--- src/rtl/ilv_pkg.sv ---
package ilv_pkg;
  localparam int UNIT_SH = 26;

  typedef enum logic [1:0] {
    WR_BASE = 2'd0,
    WR_WAY  = 2'd1,
    WR_OFF  = 2'd2,
    WR_NONE = 2'd3
  } wr_kind_e;

  typedef enum logic [2:0] {
    S_IDLE, S_LOOK, S_GO, S_WAIT, S_DONE
  } red_state_e;

  function automatic logic [4:0] gran_bit(input logic [1:0] code);
    case (code)
      2'd0:    return 5'd6;
      2'd1:    return 5'd8;
      2'd2:    return 5'd12;
      default: return 5'd30;
    endcase
  endfunction
endpackage

--- src/rtl/ilv_tables.sv ---
module ilv_tables import ilv_pkg::*; #(
  parameter int N_CTRL = 2,
  parameter int N_CHAN = 3,
  parameter int N_ENT  = 8,
  localparam int CW = (N_CTRL > 1) ? $clog2(N_CTRL) : 1,
  localparam int HW = (N_CHAN > 1) ? $clog2(N_CHAN) : 1,
  localparam int IW = (N_ENT > 1) ? $clog2(N_ENT) : 1
) (
  input  logic                      clk_i,
  input  logic                      rst_ni,
  input  logic                      wr_en_i,
  input  logic [1:0]                wr_kind_i,
  input  logic [CW-1:0]             wr_ctrl_i,
  input  logic [HW-1:0]             wr_chan_i,
  input  logic [IW-1:0]             wr_idx_i,
  input  logic [31:0]               wr_data_i,
  input  logic [CW-1:0]             rd_ctrl_i,
  input  logic [HW-1:0]             rd_chan_i,
  output logic [N_ENT-1:0][31:0]    base_o,
  output logic [N_ENT-1:0][31:0]    way_o,
  output logic [N_ENT-1:0][31:0]    off_o
);
  logic [N_CTRL-1:0][N_ENT-1:0][31:0]             base_q;
  logic [N_CTRL-1:0][N_ENT-1:0][31:0]             way_q;
  logic [N_CTRL-1:0][N_CHAN-1:0][N_ENT-1:0][31:0] off_q;

  logic wr_ok;
  assign wr_ok = wr_en_i && (32'(wr_ctrl_i) < N_CTRL) && (32'(wr_idx_i) < N_ENT);

  always_ff @(posedge clk_i or negedge rst_ni) begin
    if (!rst_ni) begin
      base_q <= '0;
      way_q  <= '0;
      off_q  <= '0;
    end else if (wr_ok) begin
      case (wr_kind_e'(wr_kind_i))
        WR_BASE: base_q[wr_ctrl_i][wr_idx_i] <= wr_data_i;
        WR_WAY:  way_q[wr_ctrl_i][wr_idx_i]  <= wr_data_i;
        WR_OFF:  if (32'(wr_chan_i) < N_CHAN) off_q[wr_ctrl_i][wr_chan_i][wr_idx_i] <= wr_data_i;
        default: ;
      endcase
    end
  end

  always_comb begin
    base_o = '0;
    way_o  = '0;
    off_o  = '0;
    if (32'(rd_ctrl_i) < N_CTRL) begin
      base_o = base_q[rd_ctrl_i];
      way_o  = way_q[rd_ctrl_i];
      if (32'(rd_chan_i) < N_CHAN) off_o = off_q[rd_ctrl_i][rd_chan_i];
    end
  end
endmodule

--- src/rtl/ilv_div.sv ---
module ilv_div #(
  parameter int AW = 46,
  parameter int DW = 4,
  localparam int CNTW = $clog2(AW + 1)
) (
  input  logic          clk_i,
  input  logic          rst_ni,
  input  logic          start_i,
  input  logic [AW-1:0] dividend_i,
  input  logic [DW-1:0] divisor_i,
  output logic          done_o,
  output logic [AW-1:0] quot_o
);
  logic            busy_q, done_q;
  logic [CNTW-1:0] cnt_q;
  logic [AW-1:0]   q_q;
  logic [DW-1:0]   rem_q, dvs_q;
  logic [DW:0]     rem_sh, rem_nx;
  logic            ge;

  assign rem_sh = {rem_q, q_q[AW-1]};
  assign ge     = rem_sh >= {1'b0, dvs_q};
  assign rem_nx = ge ? rem_sh - {1'b0, dvs_q} : rem_sh;

  // remainder stays below the divisor, so its top bit is always zero
  logic unused_rem;
  assign unused_rem = rem_nx[DW];

  always_ff @(posedge clk_i or negedge rst_ni) begin
    if (!rst_ni) begin
      busy_q <= 1'b0;
      done_q <= 1'b0;
      cnt_q  <= '0;
      q_q    <= '0;
      rem_q  <= '0;
      dvs_q  <= '0;
    end else begin
      done_q <= 1'b0;
      if (start_i) begin
        busy_q <= 1'b1;
        cnt_q  <= CNTW'(AW);
        q_q    <= dividend_i;
        rem_q  <= '0;
        dvs_q  <= divisor_i;
      end else if (busy_q) begin
        q_q   <= {q_q[AW-2:0], ge};
        rem_q <= rem_nx[DW-1:0];
        cnt_q <= cnt_q - CNTW'(1);
        if (cnt_q == CNTW'(1)) begin
          busy_q <= 1'b0;
          done_q <= 1'b1;
        end
      end
    end
  end

  assign done_o = done_q;
  assign quot_o = q_q;
endmodule

--- src/rtl/ch_ilv_reducer.sv ---
module ch_ilv_reducer import ilv_pkg::*; #(
  parameter int AW     = 46,
  parameter int N_CTRL = 2,
  parameter int N_CHAN = 3,
  parameter int N_ENT  = 8,
  localparam int CW = (N_CTRL > 1) ? $clog2(N_CTRL) : 1,
  localparam int HW = (N_CHAN > 1) ? $clog2(N_CHAN) : 1,
  localparam int IW = (N_ENT > 1) ? $clog2(N_ENT) : 1,
  localparam int DW = 4
) (
  input  logic          clk_i,
  input  logic          rst_ni,
  input  logic          wr_en_i,
  input  logic [1:0]    wr_kind_i,
  input  logic [CW-1:0] wr_ctrl_i,
  input  logic [HW-1:0] wr_chan_i,
  input  logic [IW-1:0] wr_idx_i,
  input  logic [31:0]   wr_data_i,
  input  logic          req_valid_i,
  output logic          req_ready_o,
  input  logic [AW-1:0] req_addr_i,
  input  logic [CW-1:0] req_ctrl_i,
  input  logic [HW-1:0] req_chan_i,
  output logic          rsp_valid_o,
  input  logic          rsp_ready_i,
  output logic [AW-1:0] rsp_addr_o,
  output logic [3:0]    rsp_skt_ways_o,
  output logic [2:0]    rsp_chn_ways_o,
  output logic          rsp_fail_o
);
  red_state_e state_q;
  logic [AW-1:0] addr_q, run_q;
  logic [CW-1:0] ctrl_q;
  logic [HW-1:0] chan_q;
  logic [4:0]    sg_q, cg_q;
  logic [3:0]    sw_q;
  logic [2:0]    cw_q;
  logic          chfirst_q, step_q, fail_q;

  logic [N_ENT-1:0][31:0] tb_base, tb_way, tb_off;

  ilv_tables #(.N_CTRL(N_CTRL), .N_CHAN(N_CHAN), .N_ENT(N_ENT)) u_tables (
    .clk_i, .rst_ni, .wr_en_i, .wr_kind_i, .wr_ctrl_i, .wr_chan_i, .wr_idx_i, .wr_data_i,
    .rd_ctrl_i(ctrl_q), .rd_chan_i(chan_q),
    .base_o(tb_base), .way_o(tb_way), .off_o(tb_off)
  );

  // range search, lowest index wins
  logic          hit;
  logic [IW-1:0] hit_idx;
  always_comb begin
    hit     = 1'b0;
    hit_idx = '0;
    for (int i = N_ENT - 1; i >= 0; i--) begin
      if (addr_q >= AW'({tb_base[i][31:12], {UNIT_SH{1'b0}}}) &&
          addr_q <= AW'({tb_way[i][31:12], {UNIT_SH{1'b1}}})) begin
        hit     = 1'b1;
        hit_idx = IW'(i);
      end
    end
  end

  logic [31:0]   sel_base, sel_way, sel_off;
  logic [4:0]    sg_n, cg_n;
  logic [3:0]    sw_n;
  logic [2:0]    cw_n;
  logic [AW-1:0] off_n;
  assign sel_base = tb_base[hit_idx];
  assign sel_way  = tb_way[hit_idx];
  assign sel_off  = tb_off[hit_idx];
  assign sg_n     = gran_bit(sel_base[5:4]);
  assign cg_n     = gran_bit(sel_base[7:6]);
  assign sw_n     = 4'd1 << sel_way[11:10];
  assign cw_n     = 3'(sel_way[9:8]) + 3'd1;
  assign off_n    = AW'({sel_off[23:4], {UNIT_SH{1'b0}}});

  logic unused_bits;
  assign unused_bits = ^{sel_base[11:8], sel_base[3:0], sel_way[7:0], sel_off[31:24], sel_off[3:0]};

  // active step parameters
  logic          use_chan;
  logic [4:0]    cur_g;
  logic [DW-1:0] cur_w;
  logic [AW-1:0] low_src, low_mask, div_q;
  logic          div_done;
  assign use_chan = step_q ? !chfirst_q : chfirst_q;
  assign cur_g    = use_chan ? cg_q : sg_q;
  assign cur_w    = use_chan ? DW'(cw_q) : DW'(sw_q);
  assign low_src  = chfirst_q ? run_q : addr_q;
  assign low_mask = (AW'(1) << cur_g) - AW'(1);

  ilv_div #(.AW(AW), .DW(DW)) u_div (
    .clk_i, .rst_ni,
    .start_i(state_q == S_GO),
    .dividend_i(run_q >> cur_g),
    .divisor_i(cur_w),
    .done_o(div_done),
    .quot_o(div_q)
  );

  always_ff @(posedge clk_i or negedge rst_ni) begin
    if (!rst_ni) begin
      state_q   <= S_IDLE;
      addr_q    <= '0;
      run_q     <= '0;
      ctrl_q    <= '0;
      chan_q    <= '0;
      sg_q      <= '0;
      cg_q      <= '0;
      sw_q      <= 4'd1;
      cw_q      <= 3'd1;
      chfirst_q <= 1'b0;
      step_q    <= 1'b0;
      fail_q    <= 1'b0;
    end else begin
      case (state_q)
        S_IDLE: if (req_valid_i) begin
          addr_q  <= req_addr_i;
          ctrl_q  <= req_ctrl_i;
          chan_q  <= req_chan_i;
          state_q <= S_LOOK;
        end
        S_LOOK: begin
          step_q <= 1'b0;
          if (hit) begin
            fail_q    <= 1'b0;
            sg_q      <= sg_n;
            cg_q      <= cg_n;
            sw_q      <= sw_n;
            cw_q      <= cw_n;
            chfirst_q <= (cw_n == 3'd3) && (sg_n > cg_n);
            run_q     <= addr_q - off_n;
            state_q   <= S_GO;
          end else begin
            fail_q  <= 1'b1;
            run_q   <= '0;
            state_q <= S_DONE;
          end
        end
        S_GO: state_q <= S_WAIT;
        S_WAIT: if (div_done) begin
          run_q <= (div_q << cur_g) | (low_src & low_mask);
          if (step_q) state_q <= S_DONE;
          else begin
            step_q  <= 1'b1;
            state_q <= S_GO;
          end
        end
        S_DONE: if (rsp_ready_i) state_q <= S_IDLE;
        default: state_q <= S_IDLE;
      endcase
    end
  end

  assign req_ready_o    = state_q == S_IDLE;
  assign rsp_valid_o    = state_q == S_DONE;
  assign rsp_addr_o     = run_q;
  assign rsp_skt_ways_o = sw_q;
  assign rsp_chn_ways_o = cw_q;
  assign rsp_fail_o     = fail_q;
endmodule

--- config.mk ---
export PLATFORM = sky130hd
export DESIGN_NAME = ch_ilv_reducer
export DESIGN_NICKNAME = d
export VERILOG_FILES = /design/src/rtl/ilv_pkg.sv /design/src/rtl/ilv_tables.sv /design/src/rtl/ilv_div.sv /design/src/rtl/ch_ilv_reducer.sv
export SDC_FILE = /design/constraint.sdc
export NUM_CORES = 2
export LEC_CHECK = 0
export ABC_AREA = 0
export CAP_MARGIN = 0
export CORE_ASPECT_RATIO = 0.5
export CORE_MARGIN = 5
export CORE_UTILIZATION = 45
export DETAILED_ROUTE_END_ITERATION = 8
export PLACE_DENSITY = 0.67
export SLEW_MARGIN = 20
export SYNTH_ARGS = -nofsm -noshare
export SYNTH_HDL_FRONTEND = slang
export SYNTH_SLANG_ARGS = --single-unit
--- constraint.sdc ---
create_clock -name clk_i -period 11.8 [get_ports clk_i]
set_input_delay 1.77 -clock clk_i [delete_from_list [all_inputs] [get_ports clk_i]]
set_output_delay 1.77 -clock clk_i [all_outputs]
set_load 0.005 [all_outputs]
# Word level (Yosys, flattened, before mapping)
# Cells that the tools add are included.
[word_totals]
regBits = 2740
word_cells = 252
[op_classes]
add_sub_neg = 5
magnitude_cmp = 29
eq_ne = 15
shifts = 4
mux = 73
bitwise_logic = 2
reduce_logical = 26
[op_table]
columns = ["operator", "n"]
rows = [
  ["768-bit 2-to-1 mux", 3],
  ["256-bit 2-to-1 mux", 8],
  ["1536-bit bitwise mux", 1],
  ["512-bit bitwise mux", 2],
  ["768-bit demux with 1-bit select", 1],
  ["256-bit binary-select mux with 2-bit select", 1],
  ["256-bit demux with 2-bit select", 1],
  ["46-bit greater-or-equal comparator", 8],
  ["46-bit less-or-equal comparator", 8],
  ["32-bit binary-select mux with 3-bit select", 3],
  ["256-bit demux with 1-bit select", 1],
  ["46-bit 2-to-1 mux", 5],
  ["32-bit demux with 3-bit select", 1],
  ["46-bit one-hot mux with 2 select lines", 1],
  ["46-bit AND", 1],
  ["46-bit bitwise OR", 1],
  ["1-bit by 5-bit left shift with 46-bit output (first input constant)", 1],
  ["46-bit by 5-bit left shift with 46-bit output", 1],
  ["46-bit by 5-bit right shift with 46-bit output", 1],
  ["46-bit by 2-bit subtractor with 46-bit output (second input constant)", 1],
  ["46-bit subtractor", 1],
  ["3-bit 2-to-1 mux", 13],
  ["32-bit 2-to-1 mux", 1],
  ["5-bit one-hot mux with 3 select lines", 2],
  ["other kinds (37)", 87],
]

# Longest topological paths before layout
[logic_depth]
word_depth = 18
ltp_mapped = 39
depth_no_buf = 29

# Cells and area by module
# From an unflattened synthesis, not the netlist that was laid out.
[unflattened]
cells_unflattened = 10408
hier_area_um2 = 136926.3
[by_module_without_submodules]
columns = ["module", "instances", "cells_per_inst", "area_per_inst_um2", "seq_area_each_um2"]
rows = [
  ["ilv_tables", 1, 7513, 113575.2, 64061.4],
  ["ch_ilv_reducer", 1, 2606, 20392.1, 2905.3],
  ["ilv_div", 1, 289, 2959.1, 1551.5],
]

# Least setup slack after synthesis
# OpenSTA, ideal clock, no wires.
[synth_path]
path_kind = "register to register"
start = "register ctrl_q"
end = "register run_q[45] (netlist: rsp_addr_o[45])"
setup_ps = 129
arrival_ps = 8371
slack_ps = 3300
stages_incl_launch_ff = 39
n_path_buf = 11
synth_period_minus_slack_ps = 8500
path_cell_list = "dfrtp_1 > buf_2 > buf_2 > buf_2 > buf_2 > buf_2 > buf_2 > clkbuf_1 > clkbuf_1 > mux2i_1 > ha_1 > a21o_1 > a221o_1 > a221oi_1 > nand2_1 > o21ai_0 > a21oi_1 > a22o_1 > (+3 left out) > buf_2 > o21ai_0 > mux2_2 > inv_1 > ha_1 > nor2b_1 > o211ai_1 > nand3_1 > a31oi_1 > a21oi_1 > a221o_1 > a31oi_1 > nor2_1 > a211oi_1 > xor2_1 > mux2_4 > a32oi_1 > o21ai_1"
[synth_via]
elab_chain_len = 17
elab_cells_between_ends = 54
[synth_rtl]
columns = ["element", "line_no", "rtl"]
rows = [
  ["start, declared", "ch_ilv_reducer.sv:33", "logic [CW-1:0] ctrl_q;"],
  ["start signal, assigned", "ch_ilv_reducer.sv:119", "ctrl_q <= req_ctrl_i;"],
  ["256-bit 2-to-1 mux, on equally long branches (2 in series)", "ilv_tables.sv:50, ilv_tables.sv:51", ""],
  ["46-bit greater-or-equal comparator or 46-bit less-or-equal comparator (tied branches)", "ch_ilv_reducer.sv:55, ch_ilv_reducer.sv:56", ""],
  ["1-bit logical AND", "ch_ilv_reducer.sv:55", "if (addr_q >= AW'({tb_base[i][31:12], {UNIT_SH{1'b0}}}) &&"],
  ["3-bit 2-to-1 mux (8 in series)", "ch_ilv_reducer.sv:55", ""],
  ["32-bit binary-select mux with 3-bit select", "ch_ilv_reducer.sv:70", "assign sel_off = tb_off[hit_idx];"],
  ["24-bit 2-to-1 mux (implied by the code)", "ch_ilv_reducer.sv:70", ""],
  ["46-bit subtractor", "ch_ilv_reducer.sv:132", "run_q <= addr_q - off_n;"],
  ["46-bit 2-to-1 mux (*)", "ch_ilv_reducer.sv:125", "if (hit) begin"],
  ["46-bit one-hot mux with 2 select lines (*)", "ch_ilv_reducer.sv:116", "case (state_q)"],
  ["end signal, assigned", "ch_ilv_reducer.sv:132", ""],
  ["end signal, assigned", "ch_ilv_reducer.sv:142", "run_q <= (div_q << cur_g) | (low_src & low_mask);"],
  ["end, declared", "ch_ilv_reducer.sv:32", "logic [AW-1:0] addr_q, run_q;"],
]
# Mark *: on every way between the ends. The rest lies on a longest branch, timed or not. The select of a mux whose other input is x is not followed.
# A chain may end at the register's enable or synchronous reset.

# Worst setup path in the final report
[layout_path]
start = "register ctrl_q"
end = "register run_q[44] (netlist: rsp_addr_o[44])"
# Same word-level chain as after synthesis.

==> run_results.csv <==
group,metric,value,unit
synth,synth_top_area_cell,"dfrtp_1",
worst_setup_path,arrival,10660,ps
synth,synth_nets,8019,
synth,yosysSeqAreaShare,0.491,
run,maxCapViolations,0,
clock_tree,postCtsHoldBufs,0,
grt,grt_first_pass_wirelength,405000,um
grt,antenna_found_initial,10,
timing,min_period,9970,ps
clock_tree,cts_root_buffer,"clkbuf_16",
clock_tree,post_cts_resized,0,
worst_setup_path,r2r_slack,1830,ps
drt,drcViolationCount,0,
grt,track_usage,0.232,
synth,synth.avg_cell_area,12.9,um2
die,core,214000,um2
placed_design,io_buffer_count,145,
synth,ys_types,96,
worst_setup_path,end_kind,"flop",
clock_tree,cts_buffers,188,
drt,wl_per_cell,25.4,um
hold_path,hold_class,"flop to flop",
clock_tree,cts_tree,"built",
pwr,powerDensity,282,nW/um2
timing,worst_pin_slew,1180,ps
timing,setup_viol,0,
cells_and_area,final_cell_mix,"1,899 x dfrtp_1, 1,795 x mux2_2, 708 x mux2i_1",
die,fp.dieH,339,um
worst_setup_path,r2r_end,"rsp_addr_o[44]",
pwr,fin_total_pwr,30.4,mW
grt,first_global_vias,63100,
placed_design,place_area,102000,um2
die,start_util,0.453,
worst_setup_path,critPathLaunchType,"flop",
drt,drt_first_pass_iters,7,
worst_setup_path,cpMostUsedCell,"o21ai_0",
drt,antenna_left,0,
synth,synth_top_area_share,0.490,
synth,synth_edf_count,0,
worst_setup_path,worst_ep_required_time,12490,ps
cells_and_area,final_cells,10500,
cells_and_area,syn2layout_area_growth,10.9,%
synth,netlist_top_cells_area,"dfrtp_1 49%, mux2_2 21%, mux2i_1 7.3%",
cells_and_area,nets,7915,
die,die_area,226000,um2
clock_tree,numClockSinks,1906,
hold_path,holdPathStages,2,
drt,vias,63000,
timing,finalMaxSlewViolations,0,
die,row_count,120,
hold_path,holdPathEnd,"rsp_skt_ways_o[0]",
synth,synthFlopType,"dfrtp_1",
cells_and_area,final_common_cell,"dfrtp_1",
die,io-pin-count,150,
hold_path,hp-start,"rsp_skt_ways_o[0]",
timing,rsz0062_at_grt,"no",
placed_design,place_hpwl,164000,um
cells_and_area,fin_util,0.503,
timing,period_share,0.845,
timing,hold_viol,0,
grt,gr-total-overflow,0,
timing,fmax,100,MHz
worst_setup_path,crit_slowest_cell,"dfrtp_4",
worst_setup_path,reg2reg_from,"ctrl_q",
clock_tree,htreeDepth,4,
grt,grt_max_degree,180,
placed_design,dp.cells,10100,
clock_tree,clock_path_buffers,4,
cells_and_area,final_area,108000,um2
cells_and_area,layout-drive-gt1-share,0.339,
clock_tree,clk_pin_slew,60,ps
synth,synthArstFlopShare,1.00,
timing,relSlewSlack,0.212,
timing,skew,41.5,ps
worst_setup_path,path_class,"flop to flop",
worst_setup_path,r2r_cells,29,
synth,yosys_warnings,0,
synth,syn_area,97200,um2
worst_setup_path,path_max_fanout,36,
outcome,status,"finished clean",
synth,syn_inst,7564,
cells_and_area,diodes,0,
drt,drt_iter0_markers,5917,
timing,tns,0,ps
placed_design,place.gp.congestion,0.952,
die,die_x,667,um
drt,drt-total-wl,266000,um
pwr,vdd_drop_max,0.000367,V
clock_tree,cts_setup_buffers,0,
pwr,power.leakage,50.9,nW
worst_setup_path,max_stage_delay,980,ps
drt,via_per_inst,6.02,
synth,ys_ff_latch,1906,
clock_tree,clkLatencyLatePin,840,ps
final cells by class:
class	instances	area, um2
fillers	18600	107000
repair buffers	335	3110
flip-flops and latches	1906	47700
clock buffers	270	5430
clock inverters	57	658
multi-input cells	4973	47000
well taps	2867	3590
inverters	56	215
worst max-delay path, delay by kind of cell, from the launching register on:
family | cells | cell delay (ps)
buf+inv | 2 | 1030
fa+ha+maj | 3 | 1000
simple gates | 4 | 590
compound gates | 18 | 5560
mux | 1 | 400
xor+xnor | 1 | 160
flops | 1 | 980
power by group:
group          total (mW)  internal (mW)  leakage (nW)  switching [mW]
logic                16.2           5.83          22.2            10.4
clock network        6.07           3.47          2.99            2.60
registers            8.13           7.33          25.6           0.805
cells by family after synthesis:
logic type                 Yosys count  share of synthesized area
and+or+nand+nor                    940                     0.0440
muxes                             2708                      0.328
AOI/OAI and AO/OA                  941                     0.0614
xor gates and xnor gates            23                    0.00207
buffers and inverters              685                     0.0276
adders and majority gates          361                     0.0466
DFF                               1906                      0.491
Yosys cell counts, drive strengths merged, types with 5 or more instances:
library cell  number
a32oi             12
nand3b             5
a2111oi            5
nor3b              8
nand3             78
or3                9
dfrtp           1904
nor2             150
nand4             59
and3              13
ha               359
o221ai            14
xnor2             15
and4               9
nand2            496
a31oi             17
a211o              5
a21o              33
o21a              24
o21ai            315
a221oi            12
nand2b            16
mux2i            712
buf              197
mux4             197
o22ai             18
xor2               8
nor3              34
a211oi            44
a21boi             5
nor2b             19
a21oi            202
a221o             15
a222oi             6
nor4              21
clkbuf           432
o31ai             10
mux2            1799
and2               9
o211ai           145
a22oi             22
inv               55
a41o               5
metal layers:
layer | up-vias | GRT usage | part of all wire
met4 | 2 | 0.0642 | 0.029
li1 | 27600 | - | -
met5 | - | 0 | 0.000049
met1 | 33300 | 0.335 | 0.46
met3 | 418 | 0.0354 | 0.056
met2 | 1742 | 0.363 | 0.46
state kept, by name, indices dropped and copies added (netlist names), 6 cells and up:
signal           count
addr_q              46
rsp_addr_o          46
u_div.cnt_q          6
u_div.quot_o        46
u_tables.base_q    384
u_tables.off_q     960
u_tables.way_q     384
per-stage QoR:
step / setup WS (ps) / hold slack, ps
finish: 1830 / 464
global route: 1490 / 501
CTS: 1900 / 467
detailed placement: 1970 / 458
global placement: 2050 / 457
floorplan: 3300 / 450
worst max path at each step:
| stage | from | end | slack, ps |
|---|---|---|---|
| 6_report | ctrl_q | rsp_addr_o[44] | 1830 |
| 5_1_grt | ctrl_q | rsp_addr_o[42] | 1490 |
| 4_1_cts | ctrl_q | rsp_addr_o[44] | 1900 |
| 3_5_place_dp | ctrl_q | rsp_addr_o[44] | 1970 |
| 3_3_place_gp | ctrl_q | rsp_addr_o[44] | 2050 |
| 2_1_floorplan | ctrl_q | rsp_addr_o[45] | 3300 |
No activity file was read; power rests on OpenSTA's default activity.
